<file path="config.mk">
export PLATFORM = sky130hd
export DESIGN_NAME = interval_timer_ch
export DESIGN_NICKNAME = d
export VERILOG_FILES = /design/src/rtl/itc_pkg.sv /design/src/rtl/itc_host_if.sv /design/src/rtl/itc_count_unit.sv /design/src/rtl/itc_wave_gen.sv /design/src/rtl/interval_timer_ch.sv
export SDC_FILE = /design/constraint.sdc
export NUM_CORES = 1
export LEC_CHECK = 0
export BUFFER_PORTS_ARGS = -buffer_cell sky130_fd_sc_hd__buf_2
export CAP_MARGIN = 25
export CORE_ASPECT_RATIO = 0.6
export CORE_UTILIZATION = 45
export CTS_BUF_LIST = sky130_fd_sc_hd__clkbuf_8 sky130_fd_sc_hd__clkbuf_16
export DETAILED_ROUTE_END_ITERATION = 7
export SYNTH_ARGS = -nofsm -noshare
export SYNTH_HDL_FRONTEND = slang
export SYNTH_HIERARCHICAL = 1
export SYNTH_SLANG_ARGS = --single-unit
export TNS_END_PERCENT = 10
</file>
<file path="constraint.sdc">
create_clock -name clk -period 7.53 [get_ports clk]
set_input_delay 0.3765 -clock clk [delete_from_list [all_inputs] [get_ports clk]]
set_output_delay 0.3765 -clock clk [all_outputs]
set_load 0.02 [all_outputs]
</file>
<file path="src/rtl/itc_pkg.sv">
package itc_pkg;
  localparam int DIGIT_W = 4;

  typedef enum logic [2:0] {
    M_TERM     = 3'd0,
    M_ONESHOT  = 3'd1,
    M_RATE     = 3'd2,
    M_SQUARE   = 3'd3,
    M_SWSTROBE = 3'd4,
    M_HWSTROBE = 3'd5
  } itc_mode_e;

  typedef enum logic [1:0] {
    ACC_LATCH = 2'd0,
    ACC_LO    = 2'd1,
    ACC_HI    = 2'd2,
    ACC_WORD  = 2'd3
  } itc_acc_e;
endpackage

</file>
<file path="src/rtl/itc_host_if.sv">
module itc_host_if
  import itc_pkg::*;
#(
  parameter int BYTE_W = 8,
  parameter int CNT_W  = 2 * BYTE_W
) (
  input  logic              clk,
  input  logic              rst_n,
  input  logic              ctrl_wr,
  input  logic              data_wr,
  input  logic              data_rd,
  input  logic [BYTE_W-1:0] wr_byte,
  input  logic [CNT_W-1:0]  live_cnt,
  output itc_mode_e         mode_o,
  output logic              bcd_o,
  output logic              load_o,
  output logic [CNT_W-1:0]  load_val_o,
  output logic              stop_o,
  output logic [BYTE_W-1:0] rd_byte
);
  itc_acc_e          acc_q;
  itc_mode_e         mode_q;
  logic              bcd_q, wr_hi_q, rd_hi_q, hold_vld_q;
  logic [BYTE_W-1:0] lo_q;
  logic [CNT_W-1:0]  hold_q;
  logic [2:0]        m_raw;
  itc_mode_e         m_dec;
  logic              cmd_latch, cmd_prog, wr_go, rd_go, rd_hi_sel;
  logic [CNT_W-1:0]  src;
  logic              unused_sel;

  assign unused_sel = ^wr_byte[BYTE_W-1:6];
  assign m_raw      = wr_byte[3:1];
  assign m_dec      = (m_raw[2] & m_raw[1]) ? itc_mode_e'({1'b0, m_raw[1:0]}) : itc_mode_e'(m_raw);
  assign cmd_latch  = ctrl_wr && (wr_byte[5:4] == 2'b00);
  assign cmd_prog   = ctrl_wr && !cmd_latch;
  assign wr_go      = data_wr && !ctrl_wr;
  assign rd_go      = data_rd && !ctrl_wr;

  assign stop_o = cmd_prog;
  assign load_o = wr_go && (acc_q != ACC_WORD || wr_hi_q);
  assign mode_o = mode_q;
  assign bcd_o  = bcd_q;

  always_comb begin
    case (acc_q)
      ACC_LO:  load_val_o = {{BYTE_W{1'b0}}, wr_byte};
      ACC_HI:  load_val_o = {wr_byte, {BYTE_W{1'b0}}};
      default: load_val_o = {wr_byte, lo_q};
    endcase
  end

  assign rd_hi_sel = (acc_q == ACC_HI) || (acc_q == ACC_WORD && rd_hi_q);
  assign src       = hold_vld_q ? hold_q : live_cnt;
  assign rd_byte   = rd_hi_sel ? src[CNT_W-1:BYTE_W] : src[BYTE_W-1:0];

  always_ff @(posedge clk) begin
    if (!rst_n) begin
      acc_q      <= ACC_WORD;
      mode_q     <= M_SQUARE;
      bcd_q      <= 1'b0;
      wr_hi_q    <= 1'b0;
      rd_hi_q    <= 1'b0;
      lo_q       <= '0;
      hold_q     <= '0;
      hold_vld_q <= 1'b0;
    end else if (cmd_prog) begin
      acc_q      <= itc_acc_e'(wr_byte[5:4]);
      mode_q     <= m_dec;
      bcd_q      <= wr_byte[0];
      wr_hi_q    <= 1'b0;
      rd_hi_q    <= 1'b0;
      hold_vld_q <= 1'b0;
    end else begin
      if (cmd_latch && !hold_vld_q) begin
        hold_q     <= live_cnt;
        hold_vld_q <= 1'b1;
      end
      if (wr_go && acc_q == ACC_WORD) begin
        if (!wr_hi_q) lo_q <= wr_byte;
        wr_hi_q <= !wr_hi_q;
      end
      if (rd_go) begin
        if (acc_q == ACC_WORD && !rd_hi_q) rd_hi_q <= 1'b1;
        else begin
          rd_hi_q    <= 1'b0;
          hold_vld_q <= 1'b0;
        end
      end
    end
  end

  // a held value never changes while it is held
  assert_hold_frozen_R10: assert property (@(posedge clk) disable iff (!rst_n)
    hold_vld_q |=> $stable(hold_q));

  // the first byte of a word write arms the high-byte step
  assert_word_seq_R2: assert property (@(posedge clk) disable iff (!rst_n)
    (wr_go && acc_q == ACC_WORD && !wr_hi_q) |=> wr_hi_q);
endmodule

</file>
<file path="src/rtl/itc_count_unit.sv">
module itc_count_unit
  import itc_pkg::*;
#(
  parameter int CNT_W = 16
) (
  input  logic             clk,
  input  logic             rst_n,
  input  logic             load,
  input  logic [CNT_W-1:0] load_val,
  input  logic             retrig,
  input  logic             step,
  input  logic             wrap,
  input  logic             bcd,
  output logic [CNT_W-1:0] init_o,
  output logic [CNT_W-1:0] cnt_o
);
  localparam int DIGITS = CNT_W / DIGIT_W;

  logic [CNT_W-1:0] init_q, cnt_q;

  function automatic logic [CNT_W-1:0] dec_dec(input logic [CNT_W-1:0] v);
    logic [CNT_W-1:0] r;
    logic br;
    r  = v;
    br = 1'b1;
    for (int i = 0; i < DIGITS; i++) begin
      if (br) begin
        if (v[DIGIT_W*i +: DIGIT_W] == '0) r[DIGIT_W*i +: DIGIT_W] = DIGIT_W'(9);
        else begin
          r[DIGIT_W*i +: DIGIT_W] = v[DIGIT_W*i +: DIGIT_W] - DIGIT_W'(1);
          br = 1'b0;
        end
      end
    end
    return r;
  endfunction

  always_ff @(posedge clk) begin
    if (!rst_n) begin
      init_q <= '0;
      cnt_q  <= '0;
    end else if (load) begin
      init_q <= load_val;
      cnt_q  <= load_val;
    end else if (retrig) begin
      cnt_q <= init_q;
    end else if (step) begin
      if (wrap)     cnt_q <= init_q;
      else if (bcd) cnt_q <= dec_dec(cnt_q);
      else          cnt_q <= cnt_q - CNT_W'(1);
    end
  end

  assign init_o = init_q;
  assign cnt_o  = cnt_q;

  // a load shows up in the readback on the next cycle
  assert_reload_R9: assert property (@(posedge clk) disable iff (!rst_n)
    load |=> (cnt_q == $past(load_val)));

  // binary readback wraps from zero to all ones
  assert_bin_wrap_R13: assert property (@(posedge clk) disable iff (!rst_n)
    (step && !load && !retrig && !wrap && !bcd && cnt_q == '0) |=> (cnt_q == '1));
endmodule

</file>
<file path="src/rtl/itc_wave_gen.sv">
module itc_wave_gen
  import itc_pkg::*;
#(
  parameter int CNT_W = 16
) (
  input  logic             clk,
  input  logic             rst_n,
  input  logic             tick,
  input  logic             gate_rise,
  input  logic             load,
  input  logic             stop,
  input  itc_mode_e        mode,
  input  logic             bcd,
  input  logic [CNT_W-1:0] init_cnt,
  output logic             wave,
  output logic             step,
  output logic             wrap,
  output logic             retrig
);
  localparam int PW     = CNT_W + 1;
  localparam int DIGITS = CNT_W / DIGIT_W;

  function automatic logic [PW-1:0] pow10(input int n);
    logic [PW-1:0] p;
    p = PW'(1);
    for (int i = 0; i < n; i++) p = p * PW'(10);
    return p;
  endfunction

  function automatic logic [PW-1:0] to_bin(input logic [CNT_W-1:0] v);
    logic [PW-1:0] acc;
    acc = '0;
    for (int i = DIGITS - 1; i >= 0; i--)
      acc = acc * PW'(10) + PW'(v[DIGIT_W*i +: DIGIT_W]);
    return acc;
  endfunction

  localparam logic [PW-1:0] BCD_FULL = pow10(DIGITS);
  localparam logic [PW-1:0] BIN_FULL = PW'(1) << CNT_W;

  logic [PW-1:0] per, half, e_q;
  logic          running_q, started_q, restart, retrig_mode, periodic;

  always_comb begin
    if (init_cnt == '0) per = bcd ? BCD_FULL : BIN_FULL;
    else                per = bcd ? to_bin(init_cnt) : PW'(init_cnt);
  end
  assign half = (per + PW'(1)) >> 1;

  assign retrig_mode = (mode == M_ONESHOT) || (mode == M_RATE) ||
                       (mode == M_SQUARE)  || (mode == M_HWSTROBE);
  assign periodic    = (mode == M_RATE) || (mode == M_SQUARE);
  assign retrig      = gate_rise && running_q && retrig_mode && !stop;
  assign restart     = load || retrig;
  assign step        = tick && running_q && !stop;
  assign wrap        = step && periodic && (e_q == per - PW'(1));

  always_ff @(posedge clk) begin
    if (!rst_n) begin
      running_q <= 1'b1;
      started_q <= 1'b0;
      e_q       <= '0;
    end else if (stop) begin
      running_q <= 1'b0;
    end else if (restart) begin
      running_q <= 1'b1;
      started_q <= 1'b0;
      e_q       <= '0;
    end else if (step) begin
      started_q <= 1'b1;
      case (mode)
        M_TERM, M_ONESHOT: if (e_q < per) e_q <= e_q + PW'(1);
        M_RATE, M_SQUARE:  e_q <= wrap ? '0 : e_q + PW'(1);
        default:           if (e_q <= per) e_q <= e_q + PW'(1);
      endcase
    end
  end

  always_comb begin
    if (!running_q) wave = (mode != M_TERM);
    else begin
      case (mode)
        M_TERM, M_ONESHOT: wave = (e_q >= per);
        M_RATE:            wave = !(e_q == '0 && started_q);
        M_SQUARE:          wave = (e_q < half);
        default:           wave = (e_q != per);
      endcase
    end
  end

  // once high in modes 0 and 1, the output holds until restart or stop
  assert_term_hold_R3: assert property (@(posedge clk) disable iff (!rst_n)
    (running_q && (mode == M_TERM || mode == M_ONESHOT) && wave && !restart && !stop) |=> wave);

  // the mode 2 low strobe lasts a single tick
  assert_rate_strobe_R4: assert property (@(posedge clk) disable iff (!rst_n)
    (running_q && mode == M_RATE && per > PW'(1) && !wave && step && !restart) |=> wave);

  // the mode 4/5 strobe ends on the next tick
  assert_strobe_once_R6: assert property (@(posedge clk) disable iff (!rst_n)
    (running_q && (mode == M_SWSTROBE || mode == M_HWSTROBE) && !wave && step && !restart) |=> wave);

  // a stopped channel keeps its elapsed count
  assert_frozen_R12: assert property (@(posedge clk) disable iff (!rst_n)
    (!running_q && !restart) |=> $stable(e_q));
endmodule

</file>
<file path="src/rtl/interval_timer_ch.sv">
module interval_timer_ch
  import itc_pkg::*;
#(
  parameter int BYTE_W = 8
) (
  input  logic              clk,
  input  logic              rst_n,
  input  logic              tick_en,
  input  logic              gate_in,
  input  logic              ctrl_wr,
  input  logic              data_wr,
  input  logic              data_rd,
  input  logic [BYTE_W-1:0] wr_byte,
  output logic [BYTE_W-1:0] rd_byte,
  output logic              wave_out
);
  localparam int CNT_W = 2 * BYTE_W;

  itc_mode_e        mode;
  logic             bcd, load, stop, step, wrap, retrig, gate_q, gate_rise;
  logic [CNT_W-1:0] load_val, init_cnt, live_cnt;

  always_ff @(posedge clk) begin
    if (!rst_n) gate_q <= 1'b1;
    else        gate_q <= gate_in;
  end
  assign gate_rise = gate_in && !gate_q;

  itc_host_if #(.BYTE_W(BYTE_W), .CNT_W(CNT_W)) host_i (
    .clk(clk), .rst_n(rst_n), .ctrl_wr(ctrl_wr), .data_wr(data_wr), .data_rd(data_rd),
    .wr_byte(wr_byte), .live_cnt(live_cnt), .mode_o(mode), .bcd_o(bcd), .load_o(load),
    .load_val_o(load_val), .stop_o(stop), .rd_byte(rd_byte)
  );

  itc_count_unit #(.CNT_W(CNT_W)) count_i (
    .clk(clk), .rst_n(rst_n), .load(load), .load_val(load_val), .retrig(retrig),
    .step(step), .wrap(wrap), .bcd(bcd), .init_o(init_cnt), .cnt_o(live_cnt)
  );

  itc_wave_gen #(.CNT_W(CNT_W)) wave_i (
    .clk(clk), .rst_n(rst_n), .tick(tick_en), .gate_rise(gate_rise), .load(load),
    .stop(stop), .mode(mode), .bcd(bcd), .init_cnt(init_cnt), .wave(wave_out),
    .step(step), .wrap(wrap), .retrig(retrig)
  );
endmodule

</file>
# After elaboration in Yosys (flattened, before gate mapping)
# Cells that the tools add are included.
# word_totals
output_inout_bits	9
elab_cells	167
regBits	85
inputBits	15
# op_classes
n_lt_le_gt_ge	4
reduce_logical	56
addsub	11
n_eq_ne	14
mux	58
n_bitwise	4
mul	3
# ops
op	n
17-bit 2-to-1 mux	8
16-bit 2-to-1 mux	6
17-bit by 4-bit adder with 17-bit output	3
17-bit by 1-bit adder with 17-bit output (second input constant)	2
17-bit by 3-bit multiplier with 16-bit output (second input constant)	2
17-bit case mux with 2 select lines	1
1-bit 2-to-1 mux	32
16-bit case mux with 2 select lines	1
4-bit 2-to-1 mux	7
1-bit logical AND	18
17-bit == test	1
17-bit greater-or-equal comparator	1
17-bit less-or-equal comparator	1
17-bit zero test	1
17-bit by 16-bit less-than comparator with 1-bit output	1
17-bit less-than comparator	1
17-bit != test	1
17-bit by 1-bit subtractor with 17-bit output (second input constant)	1
16-bit zero test	1
4-bit zero test	4
16-bit by 1-bit subtractor with 16-bit output (second input constant)	1
4-bit by 1-bit subtractor with 4-bit output (second input constant)	4
5-bit by 1-bit != test with 1-bit output (second input constant)	3
2-bit AND reduction	5
23 further kinds	44

# Logic depth before layout (Yosys ltp)
# logic_depth
depth_word	36
ltp_mapped	39
mapped_depth_nobuf	36

# Hierarchy
# Netlist, hierarchy kept.
# by_module_without_submodules
module	seq_area_each_um2	area_per_inst_um2	instances	cells_per_inst
itc_wave_gen	380.4	5250.0	1	667
itc_count_unit	640.6	1916.8	1	230
itc_host_if	660.6	1692.9	1	202
interval_timer_ch	20.0	40.0	1	3

# Least setup slack after synthesis
# OpenSTA, ideal clock, no wires.
# synth_timing
kind	reg-to-reg
start	register count_i.init_q[13] (netlist: count_i/init_o[13])
end	register count_i.cnt_q[9] (netlist: count_i/cnt_o[9])
setup_ns	0.125
synth_period_minus_slack_ns	7.729
stages_incl_launch_ff	38
slack_ns	-0.199
required_ns	7.405
arrival_time_ns	7.605
n_path_buf	3
cell_sequence	dfxtp_1 -> ha_1 -> ha_1 -> fa_1 -> nand3b_1 -> xnor2_1 -> ha_1 -> ha_1 -> inv_1 -> o21bai_1 -> a21oi_1 -> xnor2_1 -> inv_1 -> nor3_1 -> nor3b_1 -> o21ai_0 -> nand3_1 -> ha_1 -> [... 2 more ...] -> o211ai_1 -> a21oi_1 -> or4_1 -> clkbuf_1 -> nand3_1 -> nor4_1 -> a2111oi_0 -> nand2_1 -> o41ai_1 -> nand2b_1 -> and2_1 -> or2_2 -> buf_2 -> nor2_2 -> buf_4 -> a31o_2 -> a221oi_2 -> a31oi_1
# synth_between
elab_chain_cells	15
elab_cells_between_ends	18
cone_classes	add/sub (4); mul (3); eq/ne (2); mux (6); reduce/logical (3)
# synth_rtl
item	line	rtl
from (decl)	itc_count_unit.sv:19	logic [CNT_W-1:0] init_q, cnt_q;
from (signal assigned)	itc_count_unit.sv:43	init_q <= load_val;
4-bit by 3-bit multiplier with 7-bit output	itc_wave_gen.sv:34	acc = acc * PW'(10) + PW'(v[DIGIT_W*i +: DIGIT_W]);
17-bit by 4-bit adder with 17-bit output	itc_wave_gen.sv:34	
17-bit by 3-bit multiplier with 16-bit output	itc_wave_gen.sv:34	
17-bit by 4-bit adder with 17-bit output	itc_wave_gen.sv:34	
17-bit by 3-bit multiplier with 16-bit output	itc_wave_gen.sv:34	
17-bit by 4-bit adder with 17-bit output	itc_wave_gen.sv:34	
17-bit 2-to-1 mux	itc_wave_gen.sv:46	else per = bcd ? to_bin(init_cnt) : PW'(init_cnt);
17-bit 2-to-1 mux *	itc_wave_gen.sv:45	if (init_cnt == '0) per = bcd ? BCD_FULL : BIN_FULL;
17-bit by 1-bit subtractor with 17-bit output *	itc_wave_gen.sv:56	assign wrap = step && periodic && (e_q == per - PW'(1));
17-bit == test *	itc_wave_gen.sv:56	
1-bit logical AND *	itc_wave_gen.sv:56	
net wrap	interval_timer_ch.sv:20	logic bcd, load, stop, step, wrap, retrig, gate_q, gate_rise;
16-bit 2-to-1 mux	itc_count_unit.sv:48	if (wrap) cnt_q <= init_q;
16-bit 2-to-1 mux	itc_count_unit.sv:47	end else if (step) begin
16-bit 2-to-1 mux	itc_count_unit.sv:45	end else if (retrig) begin
16-bit 2-to-1 mux	itc_count_unit.sv:42	end else if (load) begin
to (signal assigned)	itc_count_unit.sv:46	cnt_q <= init_q;
to (signal assigned)	itc_count_unit.sv:48	
to (signal assigned)	itc_count_unit.sv:49	else if (bcd) cnt_q <= dec_dec(cnt_q);
to (decl)	itc_count_unit.sv:19	
# Mark *: on every way through the listed nets, which the timed path passes. The rest lies on a longest branch. The select of a mux whose other input is x is not followed.
# A chain may end at the register's enable or synchronous reset.

# Final worst setup path
# layout_timing
start	register count_i.init_q[13] (netlist: count_i/init_o[13])
end	output wave_out
# layout_between
elab_chain_cells	12
elab_cells_between_ends	15
cone_classes	add/sub (4); mul (3); order compare (2); eq/ne (1); mux (4); reduce/logical (1)
# layout_rtl
item	line	rtl
4-bit by 3-bit multiplier with 7-bit output	itc_wave_gen.sv:34	
17-bit by 4-bit adder with 17-bit output	itc_wave_gen.sv:34	
17-bit by 3-bit multiplier with 16-bit output	itc_wave_gen.sv:34	
17-bit by 4-bit adder with 17-bit output	itc_wave_gen.sv:34	
17-bit by 3-bit multiplier with 16-bit output	itc_wave_gen.sv:34	
17-bit by 4-bit adder with 17-bit output	itc_wave_gen.sv:34	
17-bit 2-to-1 mux	itc_wave_gen.sv:46	
17-bit 2-to-1 mux *	itc_wave_gen.sv:45	
17-bit by 1-bit adder with 17-bit output	itc_wave_gen.sv:48	assign half = (per + PW'(1)) >> 1;
17-bit by 16-bit less-than comparator with 1-bit output	itc_wave_gen.sv:85	M_SQUARE: wave = (e_q < half);
1-bit case mux with 3 select lines *	itc_wave_gen.sv:82	case (mode)
1-bit 2-to-1 mux *	itc_wave_gen.sv:80	if (!running_q) wave = (mode != M_TERM);
to (decl)	interval_timer_ch.sv:15	output logic wave_out
# Mark *: on every way between the ends. The rest lies on a longest branch, timed or not.

==> metrics.md <==
| Metric | Value |
|---|---|
| Placer Congestion | `0.925` |
| RSZ-0062 raised after global routing | `true` |
| Post-synth top area cell | `dfxtp_1` |
| Non-Filler Instances | `1521` |
| Post-synth cell types | `107` |
| CP max-delay cell | `or4_4` |
| CP arrival | `7.69 ns` |
| IO Port Bufs | `23` |
| Syn_nets | `1215` |
| Sequential share of power | `32.5%` |
| Top-count cell post-synth | `nand2_1` |
| Number of enable flip-flop cells after synthesis | `0` |
| Leak | `0.00477 uW` |
| Seq/Total Area, Yosys | `19.1%` |
| Combinational share of power | `40.1%` |
| Tmin final | `8.07 ns` |
| Worst-Margin Slew | `0.968 ns` |
| Routed wire per std cell | `19.2 um` |
| Max frequency | `0.124 GHz` |
| Hold-fix buffers, CTS | `0` |
| Synth Area in Simple Gates | `25.2%` |
| H-tree depth | `3` |
| Hold Violations, Final | `0` |
| Wl on met1 | `15200 um` |
| Drc violations | `0` |
| Met3 WL | `2510 um` |
| Die area | `20400 um2` |
| Tightest Hold Check Type | `input pin to flip-flop` |
| NetSw | `606 uW` |
| WP data required | `7.15 ns` |
| Share of cells above drive strength 1 | `30.4%` |
| Cell family with most CP delay | `adder cells` |
| Predominant post-synthesis flop cell | `dfxtp_1` |
| Cts bufs inserted | `9` |
| Number of inserted diodes | `0` |
| Routed Antenna Nets | `0` |
| Uppermost layer routed | `met4` |
| Post-Synth Adder-Cell Area | `14.3%` |
| Commonest cells post-synth | `nand2_1 (124), ha_1 (92), dfxtp_1 (85)` |
| #FFs+latches synth | `85` |
| Max-slew violation count | `0` |
| Initial Utilization | `46.4%` |
| Met2 routed WL | `11300 um` |
| Main combinational cell family by area after synthesis | `compound AO/OA/AOI/OAI gates` |
| Final Cell Area | `11600 um2` |
| Setup WS post-layout | `-0.541 ns` |
| CP Launch Type | `flip-flop` |
| Final WL | `29200 um` |
| Pint | `989 uW` |
| Max incr delay on CP | `0.57 ns` |
| Post-synthesis xor/xnor area fraction | `6.48%` |
| CTS Buffer Depth | `2` |
| CP most frequent cell | `ha_4` |
| CTS tree | `yes` |
| Status | `finished, violations left` |
| First-pass DRT Iterations | `6` |
| Die H | `111 um` |
| Worst rel slew slack | `34.8%` |
| Synth Warn # | `6` |
| Synth Cell Area | `8900 um2` |
| Initial DRC Count | `777` |
| Clock transition at path regs | `0.07 ns` |
| Horiz. Die Dim | `184 um` |
| Syn-to-layout area delta | `30.9%` |
| Final core occ | `60.7%` |
| Worst VDD drop | `0.117 mV` |
| Core area | `19200 um2` |
| CP Max Fanout | `4` |
| Share of the synthesized area in the top cell type | `19.1%` |
| Max_cap viols | `0` |
| Tot Pwr | `1600 uW` |
| Inst Count DP | `1475` |
| Post-DP Area | `10100 um2` |
| Clock Sink Count | `85` |
| Period utilization | `107%` |
| Compound-Gate Fraction of Synth Area | `25.6%` |
| Failing checks | `negative setup slack` |
| Avg Cell Area, Syn | `8.08 um2` |
| Tot GR Track Use | `27.7%` |
| # rows | `39` |
| First-pass GRT wire length | `44100 um` |
| Vias in the first global route | `8016` |
| CP endpoint kind | `output port` |
| CP bufs+invs | `6` |
| Dpl hpwl | `21100 um` |
| Fillers | `1628` |
| PwrDens | `137 nW/um2` |
| CP Class | `flip-flop to output port` |
| Clock Power Share | `27.4%` |
| Worst Skew | `0.0107 ns` |
| Initial antenna violation count | `0` |
| Synth top area cells | `dfxtp_1 (19%), ha_1 (13%), nand2_1 (5.2%), xnor2_1 (4.4%), a21oi_1 (2.9%)` |
| Grt total ovfl | `0` |
| # setup viols final | `33` |
| Via Count | `9137` |
| Post-synthesis cell count | `1102` |
| Async SR Flop Fraction | `0%` |
| # nets final | `1364` |
| Mux contribution to synthesized area | `4.43%` |
| Vias per cell | `6.01` |
| Skew-Pair Late Insertion Delay | `0.37 ns` |
| Clk root buf | `clkbuf_16` |
| Largest net degree at the start of global routing | `52` |
| Top Ports | `24` |
| Switching share of total power | `38.0%` |
==> cell families after synthesis <==
group	count (synthesis)
AOI/OAI and AO/OA	317
xor gates and xnor gates	65
adders and majority gates	98
buffers and inverters	98
DFF	85
muxes	29
other	1
and+or+nand+nor	409
==> worst reg2reg max path: cells and delay by family, from the launching register on <==
kind	cells	cell delay (ns)
flip-flops	1	0.35
XOR/XNOR	3	0.56
AND/OR/NAND/NOR	12	2.42
AO/OA/AOI/OAI	8	1.38
buffers and inverters	8	0.97
adder cells (fa/ha/maj)	8	2.18
==> repair_timing <==
item,CTS,global route
pin swaps,47,43
buffers inserted,19,10
setup endpoints to repair,34,34
gates resized for setup,89,81
gates cloned,3,0
==> power by group through the flow <==
stage / clock, uW / sequential [uW] / combinational (uW)
after floorplan: 0 / 509 / 380
after global placement: 0 / 525 / 541
after detailed placement: 0 / 526 / 546
after CTS: 443 / 516 / 593
after global routing: 465 / 522 / 688
final: 437 / 519 / 640
==> through the flow <==
step / setup TNS [ns] / worst slack, ns / hold slack (ns)
final: -8.63 / -0.541 / 0.229
after detailed placement: -16.78 / -0.851 / 0.447
after global routing: -17.87 / -0.885 / 0.221
after global placement: -11.56 / -0.750 / 0.439
after CTS: -2.53 / -0.478 / 0.222
after floorplan: 0 / 0.00789 / 0.432
==> registers in the layout, indices dropped and copies added, names as in the netlist, 2 cells and up <==
register	flops
wave_i/e_q	17
count_i/init_o	16
host_i/lo_q	8
host_i/hold_q	16
host_i/mode_o	3
host_i/acc_q	2
count_i/cnt_o	16
==> final timing paths <==
check                                        start                to  slack [ns]  depth (start not counted)
worst max register to register  count_i/init_o[13]    wave_i/e_q[16]       -0.39                         39
worst min register to register    host_i/hold_q[6]  host_i/hold_q[6]        0.46                          2
worst min-delay path                       gate_in            gate_q        0.23                          2
worst max-delay path            count_i/init_o[13]          wave_out       -0.54                         35
==> cell usage in the layout (no fill, tap or decap), types with 13 or more instances in the layout <==
master | Yosys | final
inv_1 | 48 | 46
a31oi_1 | 22 | 21
a21boi_0 | 20 | 20
nor2b_1 | 19 | 19
a21oi_1 | 52 | 41
mux2i_1 | 18 | 18
nand4_1 | 15 | 15
xor2_1 | 19 | 15
nand2_1 | 124 | 123
o21ai_1 | 9 | 13
and3_1 | 16 | 15
ha_4 | 0 | 21
xnor2_1 | 45 | 32
buf_4 | 3 | 146
ha_1 | 92 | 70
nand2b_1 | 21 | 19
dfxtp_1 | 85 | 81
buf_2 | 11 | 22
a21oi_2 | 9 | 15
a21o_1 | 26 | 26
nor3_1 | 25 | 21
o21ai_0 | 48 | 40
nor2_1 | 65 | 60
nand3_1 | 35 | 30
==> cell type report <==
cell class	count	area (um2)	area share [%]
clock buffers	9	225	1.93
clock inverters	6	47.5	0.408
inverters	51	194	1.67
multi-input cells	919	7690	66.0
flip-flops and latches	85	1710	14.7
well taps	266	333	2.86
repair buffers	185	1450	12.5
==> routing by layer <==
layer | track usage (%) | up-vias
met5 | 0 | -
met4 | 4.94 | 0
met3 | 7.65 | 18
met2 | 35.2 | 330
met1 | 44.7 | 4414
li1 | - | 4375
Power figures use the tool's default switching activity.
